`src/rtl/ipf_pkg.sv`:
```
package ipf_pkg;
   localparam int unsigned INSN_W  = 32;
   localparam int unsigned ENTRY_W = INSN_W + 2;
   localparam int unsigned DEC_LO  = 19;
   localparam int unsigned DEC_W   = INSN_W - DEC_LO;

   typedef enum logic [1:0] {
      CLS_BRANCH = 2'd0,
      CLS_CALL   = 2'd1,
      CLS_ALU    = 2'd2,
      CLS_MEM    = 2'd3
   } insn_cls_e;

   typedef struct packed {
      logic              par;
      logic [INSN_W-1:0] word;
      logic              flag;
   } entry_t;
endpackage

```
`src/rtl/ipf_predecode.sv`:
```
module ipf_predecode
   import ipf_pkg::*;
(
   input  logic [DEC_W-1:0] op_bits,
   output logic             flag
);
   // op_bits[k] is word bit (k + DEC_LO)
   localparam int unsigned B31 = 31 - DEC_LO;
   localparam int unsigned B30 = 30 - DEC_LO;
   localparam int unsigned B24 = 24 - DEC_LO;
   localparam int unsigned B23 = 23 - DEC_LO;
   localparam int unsigned B22 = 22 - DEC_LO;
   localparam int unsigned B21 = 21 - DEC_LO;
   localparam int unsigned B20 = 20 - DEC_LO;
   localparam int unsigned B19 = 19 - DEC_LO;

   insn_cls_e  cls;
   logic       f_branch, f_alu, f_mem;
   logic [3:0] sub_f;

   assign cls   = insn_cls_e'(op_bits[B31:B30]);
   assign sub_f = op_bits[B22:B19];

   always_comb begin
      f_branch = (op_bits[B24:B22] != 3'd4);
   end

   always_comb begin
      if (op_bits[B24:B23] == 2'b11) begin
         f_alu = 1'b1;
      end else if (!op_bits[B24]) begin
         if (!op_bits[B22])                      f_alu = 1'b0;
         else if (op_bits[B20:B19] == 2'b00)     f_alu = 1'b0;
         else                                    f_alu = 1'b1;
      end else begin
         if (sub_f == 4'h4)                      f_alu = 1'b1;
         else if (!sub_f[3])                     f_alu = 1'b0;
         else if (sub_f == 4'hC || sub_f == 4'hF) f_alu = 1'b0;
         else                                    f_alu = 1'b1;
      end
   end

   always_comb begin
      if (op_bits[B24] || op_bits[B23] || !op_bits[B21]) f_mem = 1'b1;
      else if (sub_f == 4'hE)                            f_mem = 1'b0;
      else if (op_bits[B22:B21] == 2'b01)                f_mem = 1'b0;
      else                                               f_mem = 1'b1;
   end

   always_comb begin
      unique case (cls)
         CLS_CALL:   flag = 1'b1;
         CLS_BRANCH: flag = f_branch;
         CLS_ALU:    flag = f_alu;
         default:    flag = f_mem;
      endcase
   end
endmodule

```
`src/rtl/ipf_parity.sv`:
```
module ipf_parity #(
   parameter int unsigned VEC_W   = 33,
   parameter int unsigned GROUP_W = 4,
   parameter bit          GROUPED = 1'b1
) (
   input  logic [VEC_W-1:0] vec,
   output logic             par
);
   localparam int unsigned N_GRP = (VEC_W + GROUP_W - 1) / GROUP_W;
   localparam int unsigned PAD_W = N_GRP * GROUP_W;

   if (GROUP_W < 1) begin : g_bad_grp
      $error("ipf_parity: GROUP_W must be at least 1");
   end

   if (GROUPED) begin : g_grouped
      logic [PAD_W-1:0] padded;
      logic [N_GRP-1:0] grp_par;
      assign padded = PAD_W'(vec);
      for (genvar g = 0; g < N_GRP; g++) begin : g_grp
         assign grp_par[g] = ^padded[g*GROUP_W +: GROUP_W];
      end
      assign par = ^grp_par;
   end else begin : g_flat
      assign par = ^vec;
   end
endmodule

```
`src/rtl/ipf_out_stage.sv`:
```
module ipf_out_stage #(
   parameter int unsigned DATA_W = 34
) (
   input  logic              clk,
   input  logic              rst,
   input  logic              load_valid,
   output logic              load_ready,
   input  logic [DATA_W-1:0] load_data,
   output logic              held_valid,
   input  logic              take,
   output logic [DATA_W-1:0] held_data
);
   logic accept;

   assign load_ready = !held_valid || take;
   assign accept     = load_valid && load_ready;

   always_ff @(posedge clk) begin
      if (rst)                 held_valid <= 1'b0;
      else if (accept)         held_valid <= 1'b1;
      else if (take)           held_valid <= 1'b0;
   end

   always_ff @(posedge clk) begin
      if (accept) held_data <= load_data;
   end

   p_hold_r10: assert property (@(posedge clk) disable iff (rst)
      held_valid && !take |=> held_valid && $stable(held_data));

   p_accept_r9: assert property (@(posedge clk) disable iff (rst)
      load_valid && load_ready |=> held_valid && held_data == $past(load_data));

   p_drain_r11: assert property (@(posedge clk) disable iff (rst)
      held_valid && take && !load_valid |=> !held_valid);
endmodule

```
`src/rtl/ipf_formatter.sv`:
```
module ipf_formatter
   import ipf_pkg::*;
#(
   parameter int unsigned WORD_W      = 32,
   parameter int unsigned PAR_GROUP_W = 4,
   parameter bit          PAR_GROUPED = 1'b1
) (
   input  logic              clk,
   input  logic              rst,
   input  logic              in_valid,
   output logic              in_ready,
   input  logic [WORD_W-1:0] in_data,
   output logic              out_valid,
   input  logic              out_ready,
   output logic [WORD_W+1:0] out_data
);
   localparam int unsigned OUT_W = WORD_W + 2;

   if (WORD_W != INSN_W) begin : g_bad_width
      $error("ipf_formatter: WORD_W must equal the decoded word width");
   end

   logic   pd_flag;
   logic   par_bit;
   entry_t nxt;

   ipf_predecode u_dec (
      .op_bits (in_data[INSN_W-1:DEC_LO]),
      .flag    (pd_flag)
   );

   ipf_parity #(
      .VEC_W   (WORD_W + 1),
      .GROUP_W (PAR_GROUP_W),
      .GROUPED (PAR_GROUPED)
   ) u_par (
      .vec (nxt[WORD_W:0]),
      .par (par_bit)
   );

   always_comb begin
      nxt.flag = pd_flag;
      nxt.word = in_data;
      nxt.par  = par_bit;
   end

   ipf_out_stage #(.DATA_W(OUT_W)) u_out (
      .clk        (clk),
      .rst        (rst),
      .load_valid (in_valid),
      .load_ready (in_ready),
      .load_data  (nxt),
      .held_valid (out_valid),
      .take       (out_ready),
      .held_data  (out_data)
   );

   p_even_r2: assert property (@(posedge clk) disable iff (rst)
      out_valid |-> (^out_data) == 1'b0);

   p_word_r1: assert property (@(posedge clk) disable iff (rst)
      in_valid && in_ready |=> out_data[WORD_W:1] == $past(in_data));

   p_call_r3: assert property (@(posedge clk) disable iff (rst)
      in_valid && in_ready && in_data[31:30] == 2'b01 |=> out_data[0]);
endmodule

```
`config.mk`:
```
export PLATFORM = sky130hd
export DESIGN_NAME = ipf_formatter
export DESIGN_NICKNAME = d
export VERILOG_FILES = /design/src/rtl/ipf_pkg.sv /design/src/rtl/ipf_predecode.sv /design/src/rtl/ipf_parity.sv /design/src/rtl/ipf_out_stage.sv /design/src/rtl/ipf_formatter.sv
export SDC_FILE = /design/constraint.sdc
export NUM_CORES = 1
export LEC_CHECK = 0
export ABC_AREA = 0
export ABC_CLOCK_PERIOD_IN_PS = 2970
export CORE_ASPECT_RATIO = 1.1
export CORE_MARGIN = 3
export CORE_UTILIZATION = 25
export CTS_CLUSTER_SIZE = 24
export DETAILED_ROUTE_END_ITERATION = 10
export DONT_BUFFER_PORTS = 1
export SYNTH_ARGS = -nofsm -noshare
export SYNTH_HDL_FRONTEND = slang
export SYNTH_SLANG_ARGS = --single-unit
```
`constraint.sdc`:
```
create_clock -name clk -period 2.97 [get_ports clk]
set_clock_uncertainty 0.2 [all_clocks]
set_input_delay 0.594 -clock clk [delete_from_list [all_inputs] [get_ports clk]]
set_output_delay 0.594 -clock clk [all_outputs]
set_load 0.05 [all_outputs]
```
Yosys cells after proc, flatten, opt, wreduce, memory -nomap -nowiden
Cells that the tools add are included. W data, S select, Z words.

Memories: 0. Bits in writable memories: 0. Input port bits: 36. Bits in read-only memories: 0. Logic and storage cells: 44. Output and inout bits: 36. Register bits: 35. Bits in latches: 0.

Div/mod/pow operators: 0. Magnitude comparators: 0. Equal/unequal tests: 9. Bitwise gates (word level): 0. Muxes and demuxes: 13. Shift operators: 0. Reduce and logical (&&, ||, !) cells: 20. Multipliers: 0. Add/sub/neg operators: 0.

Operator list (count): $reduce_xor A4 Y1 (9); $eq A4 B4 Y1 const B (3); $mux W1 (12); $reduce_xor A9 Y1 (1); $eq A2 B1 Y1 const B (2); $eq A2 B2 Y1 const B (2); $eq A4 B3 Y1 const B (1); $logic_not A2 Y1 (2); $logic_or A1 B1 Y1 (4); $ne A3 B3 Y1 const B (1); $pmux W1 S3 (1); $logic_not A1 Y1 (2); $reduce_bool A2 Y1 (1); $logic_and A1 B1 Y1 (1).

Logic depth before layout (Yosys ltp)
Gate-level depths: netlist of run 1.

Depth after elaboration: 10. Gate-level depth with buffers: 7. Mapped depth without buffers: 7.

Modules after synthesis
From an unflattened synthesis of run 1, not the netlist that was laid out.

Cells, all modules: 83. Area total of the unflattened synthesis: 1462.7 um^2.

Modules (own cells, without submodules): ipf_out_stage (seq. area each 1041.0 um^2, area an instance 1076.0 um^2, cells an instance 39, instances 1); ipf_parity (seq. area each 0.0 um^2, area an instance 285.3 um^2, cells an instance 31, instances 1); ipf_predecode (seq. area each 0.0 um^2, area an instance 101.3 um^2, cells an instance 13, instances 1).

Worst setup path after synthesis of run 1
Ideal clock, no wire load.

Path type: input to register. Start: in out_ready. End: reg u_out.held_data[0], enable pin. Buffers on the path: 0. Slack: 0.401 ns. Data required time: 2.376 ns. Arrival: 1.975 ns. Library setup time: 0.394 ns. Stages: 2. Path through: nand2b_1 > and2_1.

Word-level cells in the longest chain between the ends: 2.

RTL lines: start: declaration (RTL line ipf_formatter.sv:14) `input logic out_ready,`; $logic_or A1 B1 Y1 (RTL line ipf_out_stage.sv:15) `assign load_ready = !held_valid || take;`; $logic_and A1 B1 Y1 (RTL line ipf_out_stage.sv:16) `assign accept = load_valid && load_ready;`; named net u_out.accept (RTL line ipf_out_stage.sv:13) `logic accept;`; end signal: assignment (RTL line ipf_out_stage.sv:25) `if (accept) held_data <= load_data;`; end: declaration (RTL line ipf_out_stage.sv:11) `output logic [DATA_W-1:0] held_data`.

The timed path passes the listed nets, and every way through them passes these cells. A chain may end at the register's enable or synchronous reset.

Worst setup path after layout of run 1
Start: in in_data[7]. End: reg u_out.held_data[33], data pin.

Word-level cells in the longest chain between the ends: 2.

RTL lines: start: declaration (RTL line ipf_formatter.sv:12) `input logic [WORD_W-1:0] in_data,`; $reduce_xor A4 Y1 (RTL line ipf_parity.sv:21) `assign grp_par[g] = ^padded[g*GROUP_W +: GROUP_W];`; $reduce_xor A9 Y1 (RTL line ipf_parity.sv:23) `assign par = ^grp_par;`; named net par_bit (RTL line ipf_formatter.sv:24) `logic par_bit;`.

The timed path passes the listed nets, and every way through them passes these cells.

==> reports/results.ini, run 1 <==
[run_status]
outcome = finished clean

[synthesis]
synthesis.nets = 130
synth_top_area_cell = edfxtp_1
synth_most_common_cell = edfxtp_1
syn_area_mm2 = 0.00150
synth-seq-cells = 35
async_flop_share_pct = 0
yosysTopAreaCellShare_pct = 67.9
ys_types = 19
synth_seq_area_share_pct = 69.3
netlist_instances = 87
syn_area_per_cell_um2 = 17.3
ys_top_cells_by_area = edfxtp_1 68%, xnor2_1 10%, ha_1 5.8%
synthTopCellsByCount = 34 x edfxtp_1, 18 x xnor2_1, 7 x ha_1
ys_warn_count = 0
synth_top_flop_cell = edfxtp_1
synth_edf_count = 34

[critical_path]
slowest_stage = xnor3_1
worstSetupPathType = in2reg
worstPathRequired_ns = 2.81
cp_max_fo = 2
crit_top_cell = xnor3_1
crit_family = XOR/XNOR gates
r2r_setup_slack_ns = 1.01
start_kind = input port
worstSetupEndpointType = flop
worstPathCellList = xnor2_1 > xnor3_1 > xnor3_1 > xnor3_1 > xor2_1
crit_buf_inv = 0
cp-startpoint = in_data[7]
regToRegStartpoint = u_out.held_valid
arrival_ns = 2.03
max_stage_delay_ns = 0.39

[global_routing]
grt_remaining_overflow = 0
grt_max_degree = 35
grt_first_pass_wirelength_mm = 3.98
grt_pass1_vias = 756
gr-usage-met3_pct = 6.00
antenna_found_initial = 0
met2_usage_pct = 14.2
grt.total_usage_pct = 8.18
grtUsageMet1_pct = 6.74
top_usage_layer = met2

[sta]
slew_viol_final = 0
hold_viol_final = 0
setup_violations = 0
worst_pin_slew_ns = 0.512
setup_tns_ns = 0
period_needed_ns = 2.20
holdWs_ns = 0.177
relSlewSlack_pct = 65.8
fmax_ghz = 0.455
min_period_over_period_pct = 74.0
rsz0062_at_grt = no

[clock_tree]
clk_latency_ns = 0.28
cts_resized = 0
cts_max_level = 2
hold_buffers = 0
cts_tree = yes
clk_pin_slew_ns = 0.07
cts-buffers-inserted = 5
clockBufferDepth = 2
clockRootBuffer = clkbuf_8
postCtsSetupBuffers = 0
cts.sinks = 35

[route]
antenna_left = 0
drt-total-wl_mm = 2.90
via_count = 724
wl_per_cell_um = 16.8
drt_pre_antenna_iters = 4
vias_per_cell = 4.21
drt_iter0_drc = 23
post-route-drc-count = 0

[layout]
fill_cells = 567
nets = 139
layout-drive-gt1-share_pct = 10.3
area_growth_pct = 14.4
insertedDiodeCount = 0

[place]
portBuffers = 0
gp_congestion = 0.628
dpl.hpwl_mm = 2.20

[floorplanning]
ios = 72
core_area_mm2 = 0.00561
initial_core_util_pct = 26.8
die_area_mm2 = 0.00698
fp.dieW_um = 79.9
rows = 28
die_y_um = 87.3

[pwr]
internal_power_uw = 947
seqPwrFrac_pct = 55.1
irDropWorstVdd_uv = 205
swShare_pct = 28.1
combPwrFrac_pct = 13.2
p_leak_nw = 0.616
powerDensity_mw_per_mm2 = 767
p_sw_uw = 371
power.share.clock_pct = 31.6

[min_path]
holdCritStartpoint = rst
hold_path.class = in2reg

[run]
cap_viol_max_count = 0

power groups by stage:
| stage | Clock (mW) | Combinational, mW | Sequential (mW) |
|---|---|---|---|
| after floorplan | 0 | 0.155 | 0.733 |
| after global placement | 0 | 0.172 | 0.738 |
| after detailed placement | 0 | 0.177 | 0.739 |
| after CTS | 0.432 | 0.178 | 0.728 |
| after global routing | 0.453 | 0.190 | 0.731 |
| final | 0.417 | 0.174 | 0.727 |
kinds of logic after synthesis:
group	after synthesis	synth area share, %
AO/OA/AOI/OAI	8	3.58
XOR/XNOR	26	17.9
adder cells (fa/ha/maj)	7	5.83
buffers and inverters	6	1.50
flip-flops	35	69.3
AND/OR/NAND/NOR	5	1.92
metrics by stage:
step	power [mW]	worst slack [ns]	utilization, %	instances	instance area, um2
floorplan	0.887	0.401	-	87	1500
global placement	0.910	0.496	28.7	164	1610
detailed placement	0.915	0.462	28.7	164	1610
CTS	1.34	0.775	30.7	172	1720
global route	1.37	0.715	30.7	172	1720
finish	1.32	0.771	30.7	172	1720
metal layers:
metal / vias to the layer above / wire, um
met2: 55 / 1460
met3: 6 / 434
met5: - / 0
met4: 0 / 62
met1: 336 / 941
li1: 327 / -
placed cells by master, fill, tap and decap left out:
master	count
edfxtp_1	34
xnor2_1	18
ha_1	7
inv_1	6
xor2_1	5
clkbuf_8	5
xnor3_1	3
a21oi_1	2
buf_4	2
nand2b_1	1
and2_1	1
nand2_1	1
o21ai_0	1
a21o_1	1
nand4_1	1
or2_2	1
a31oi_1	1
a211oi_1	1
o21a_1	1
a311o_1	1
bufinv_16	1
clkinv_1	1
clkinv_2	1
dfxtp_1	1
state kept, by name (all words and copies together), names as in the netlist:
name	flops
u_out.held_data	34
u_out.held_valid	1
layout make-up:
| type | count | area [um2] | area share [%] |
|---|---|---|---|
| Sequential cell | 35 | 1040 | 60.6 |
| Multi-Input combinational cell | 46 | 439 | 25.5 |
| Tap cell | 75 | 93.8 | 5.46 |
| Clock buffer | 5 | 68.8 | 4.00 |
| Clock inverter | 3 | 38.8 | 2.26 |
| Inverter | 6 | 22.5 | 1.31 |
| Timing Repair Buffer | 2 | 15.0 | 0.873 |
worst paths after layout:
kind,depth (start not counted),endpoint
worst max register to register,4,u_out.held_data[18]
worst max-delay path,5,u_out.held_data[33]
worst min-delay path,1,u_out.held_valid
worst min register to register,3,u_out.held_valid
(Power assumes the default switching activity.)
==> run 2: changes to the inputs <==
ABC_CLOCK_PERIOD_IN_PS = 2000   (was 2970)
clock period = 2 ns   (was 2.97 ns; I/O delays follow)
==> run 2 against run 1 <==
  * Worst hold slack got worse by 0.13 ns
  * Final cell count up 19%
  * Critical endpoint unchanged
  * Clock power up 11%
  * Largest cell class unchanged
  * Clock-buffer cell count unchanged
  * Non-clock buffer count rose by 34
  * Critical path depth rose by 2
  * Combinational power increased by 84%
  * Via count increased by 18%
  * Register-to-register slack got worse by 0.41 ns
  * Sequential share of layout area down 10 points
==> reports/results.ini, run 2 (same netlist as run 1, synthesis figures left out) <==
[clock_tree]
cts_max_level = 2  ; unchanged
clockRootBuffer = clkbuf_8
clk_pin_slew_ns = 0.07  ; about the same
clk_latency_ns = 0.27  ; about the same
cts.sinks = 35  ; unchanged
clockBufferDepth = 2  ; unchanged
cts-buffers-inserted = 5  ; unchanged
cts_tree = yes
cts_resized = 0  ; unchanged

[global_routing]
top_usage_layer = met2
grt_pass1_vias = 913  ; +21%
met2_usage_pct = 15.9  ; +1.7 points
antenna_found_initial = 0  ; unchanged
grt_first_pass_wirelength_mm = 4.66  ; +17%
grt_max_degree = 35  ; unchanged
gr-usage-met3_pct = 7.35  ; +1.3 points
grt_remaining_overflow = 0  ; unchanged
grtUsageMet1_pct = 8.13  ; +1.4 points
grt.total_usage_pct = 9.22  ; +1.0 points

[critical_path]
cp_max_fo = 3  ; +1
arrival_ns = 1.69  ; -0.34 ns
regToRegStartpoint = u_out.held_valid
r2r_setup_slack_ns = 0.60  ; -0.41 ns
r2r_cells = 2  ; -2
worstPathCellList = inv_2 > ha_4 > xor2_1 > xnor2_1 > xnor2_1 > xnor3_1 > xor2_1
crit_buf_inv = 1  ; +1
crit_family = XOR/XNOR gates
slowest_stage = xnor3_1
start_kind = input port
worstPathRequired_ns = 1.83  ; -0.98 ns
max_stage_delay_ns = 0.35  ; -0.04 ns
worstSetupPathType = in2reg
worstSetupEndpointType = flop
r2r-end = u_out.held_data[3]

[pwr]
p_leak_nw = 0.745  ; +21%
powerDensity_mw_per_mm2 = 894  ; +17%
irDropWorstVdd_uv = 299  ; +46%

[layout]
layout-drive-gt1-share_pct = 14.6  ; +4.3 points
area_growth_pct = 38.4
fin_util_pct = 37.1  ; +6.4 points
final_cells = 205  ; +19%
ff_latch_area_mm2 = 0.00104  ; unchanged
stdcell_area_mm2 = 0.00208  ; +21%
fill_cells = 545  ; -3.9%
final_common_cell = edfxtp_1
reg_top3 = u_out.held_data: 34 flops, u_out.held_valid: 1 flops
nets = 173  ; +24%
multi_input_area_um2 = 479  ; +9.1%
regMostFlops = u_out.held_data
insertedDiodeCount = 0  ; unchanged
final_cell_mix = 34 x edfxtp_1, 33 x dlygate4sd3_1, 18 x xnor2_1, 5 x xor2_1, 5 x clkbuf_8
largest_register_ff_count = 34  ; unchanged

[min_path]
holdPathStages = 2  ; +1
holdCritStartpoint = in_valid
hold_path.class = in2reg
holdPathEnd = u_out.held_valid

[floorplanning]
core_area_mm2 = 0.00561  ; unchanged
die_y_um = 87.3  ; unchanged
initial_core_util_pct = 26.8  ; unchanged
ios = 72  ; unchanged
fp.dieW_um = 79.9  ; unchanged
rows = 28  ; unchanged
die_area_mm2 = 0.00698  ; unchanged

[route]
post-route-drc-count = 0  ; unchanged
via_count = 857  ; +18%
drt_pre_antenna_iters = 2  ; -2
drt-total-wl_mm = 3.20  ; +10%
vias_per_cell = 4.18  ; -0.68%
antenna_left = 0  ; unchanged
wl_per_cell_um = 15.6  ; -7.4%
drt_iter0_drc = 23  ; unchanged

[sta]
worst_pin_slew_ns = 0.490  ; -0.0219 ns
min_period_over_period_pct = 92.6
period_needed_ns = 1.85
slew_viol_final = 0  ; unchanged
holdWs_ns = 0.0476  ; -0.129 ns
hold_viol_final = 0  ; unchanged
setup_tns_ns = 0  ; unchanged
setup_violations = 0  ; unchanged
rsz0062_at_grt = no
fmax_ghz = 0.540
relSlewSlack_pct = 67.4  ; +1.6 points

[place]
dpl_cell_area_mm2 = 0.00167  ; +3.7%
dpl.cell_count = 165  ; +0.61%
portBuffers = 0  ; unchanged
dpl.hpwl_mm = 2.26  ; +2.4%
gp_congestion = 0.688  ; +9.6%

[run]
cap_viol_max_count = 0  ; unchanged

[run_status]
outcome = finished clean

==> run 2: cell types whose count changed in the layout (fill, tap and decap cells not counted), sizes merged <==
cell         before  now
dlygate4sd3       0   33
buf               2    3
bufinv            1    0
==> run 2: cell type report <==
type	instances	share of cell area, %
Sequential cell	35	50.1
Multi-Input combinational cell	46	23.0
Timing Repair Buffer	36	17.0
Tap cell	75	4.51
Clock buffer	5	3.31
Inverter	6	1.68
Clock inverter	2	0.421
==> run 2: routing by layer <==
metal / wire, um / share of wire (%) / vias up
met3: 363 / 11 / 6
met2: 1700 / 53 / 48
met5: 0 / 0 / -
met4: 39 / 1.2 / 0
met1: 1100 / 34 / 405
li1: - / - / 398
==> run 2: worst max path at each step <==
stage	cells after the start	slack, ns	to	from
after floorplan	7	-0.10	u_out.held_data[33]	in_data[22]
after global placement	7	-0.15	u_out.held_data[33]	in_data[23]
after detailed placement	7	-0.18	u_out.held_data[33]	in_data[23]
after CTS	7	0.14	u_out.held_data[33]	in_data[23]
after global routing	7	0.05	u_out.held_data[33]	in_data[23]
final	7	0.15	u_out.held_data[33]	in_data[23]
==> run 2: report_power, final <==
part / internal, mW / switching (mW)
Sequential: 0.881 / 0.195
Combinational: 0.202 / 0.119
Clock: 0.231 / 0.231
==> run 2: timing repair <==
item / CTS / global route
endpoints found under the hold margin: 8 / 25
buffers inserted: 0 / 0
hold buffers: 8 / 25
==> run 2: stage by stage <==
stage,worst slack (ns),total power [mW]
after detailed placement,-0.183,1.37
after CTS,0.135,1.85
final,0.148,1.86
after global placement,-0.153,1.36
after floorplan,-0.105,1.32
after global routing,0.0525,1.96
==> run 2: worst register-to-register path, cell delays in order, from the launching register on <==
cell and delay [ns]:
dfxtp_1 0.31, nand2b_1 0.09, and2_4 0.44
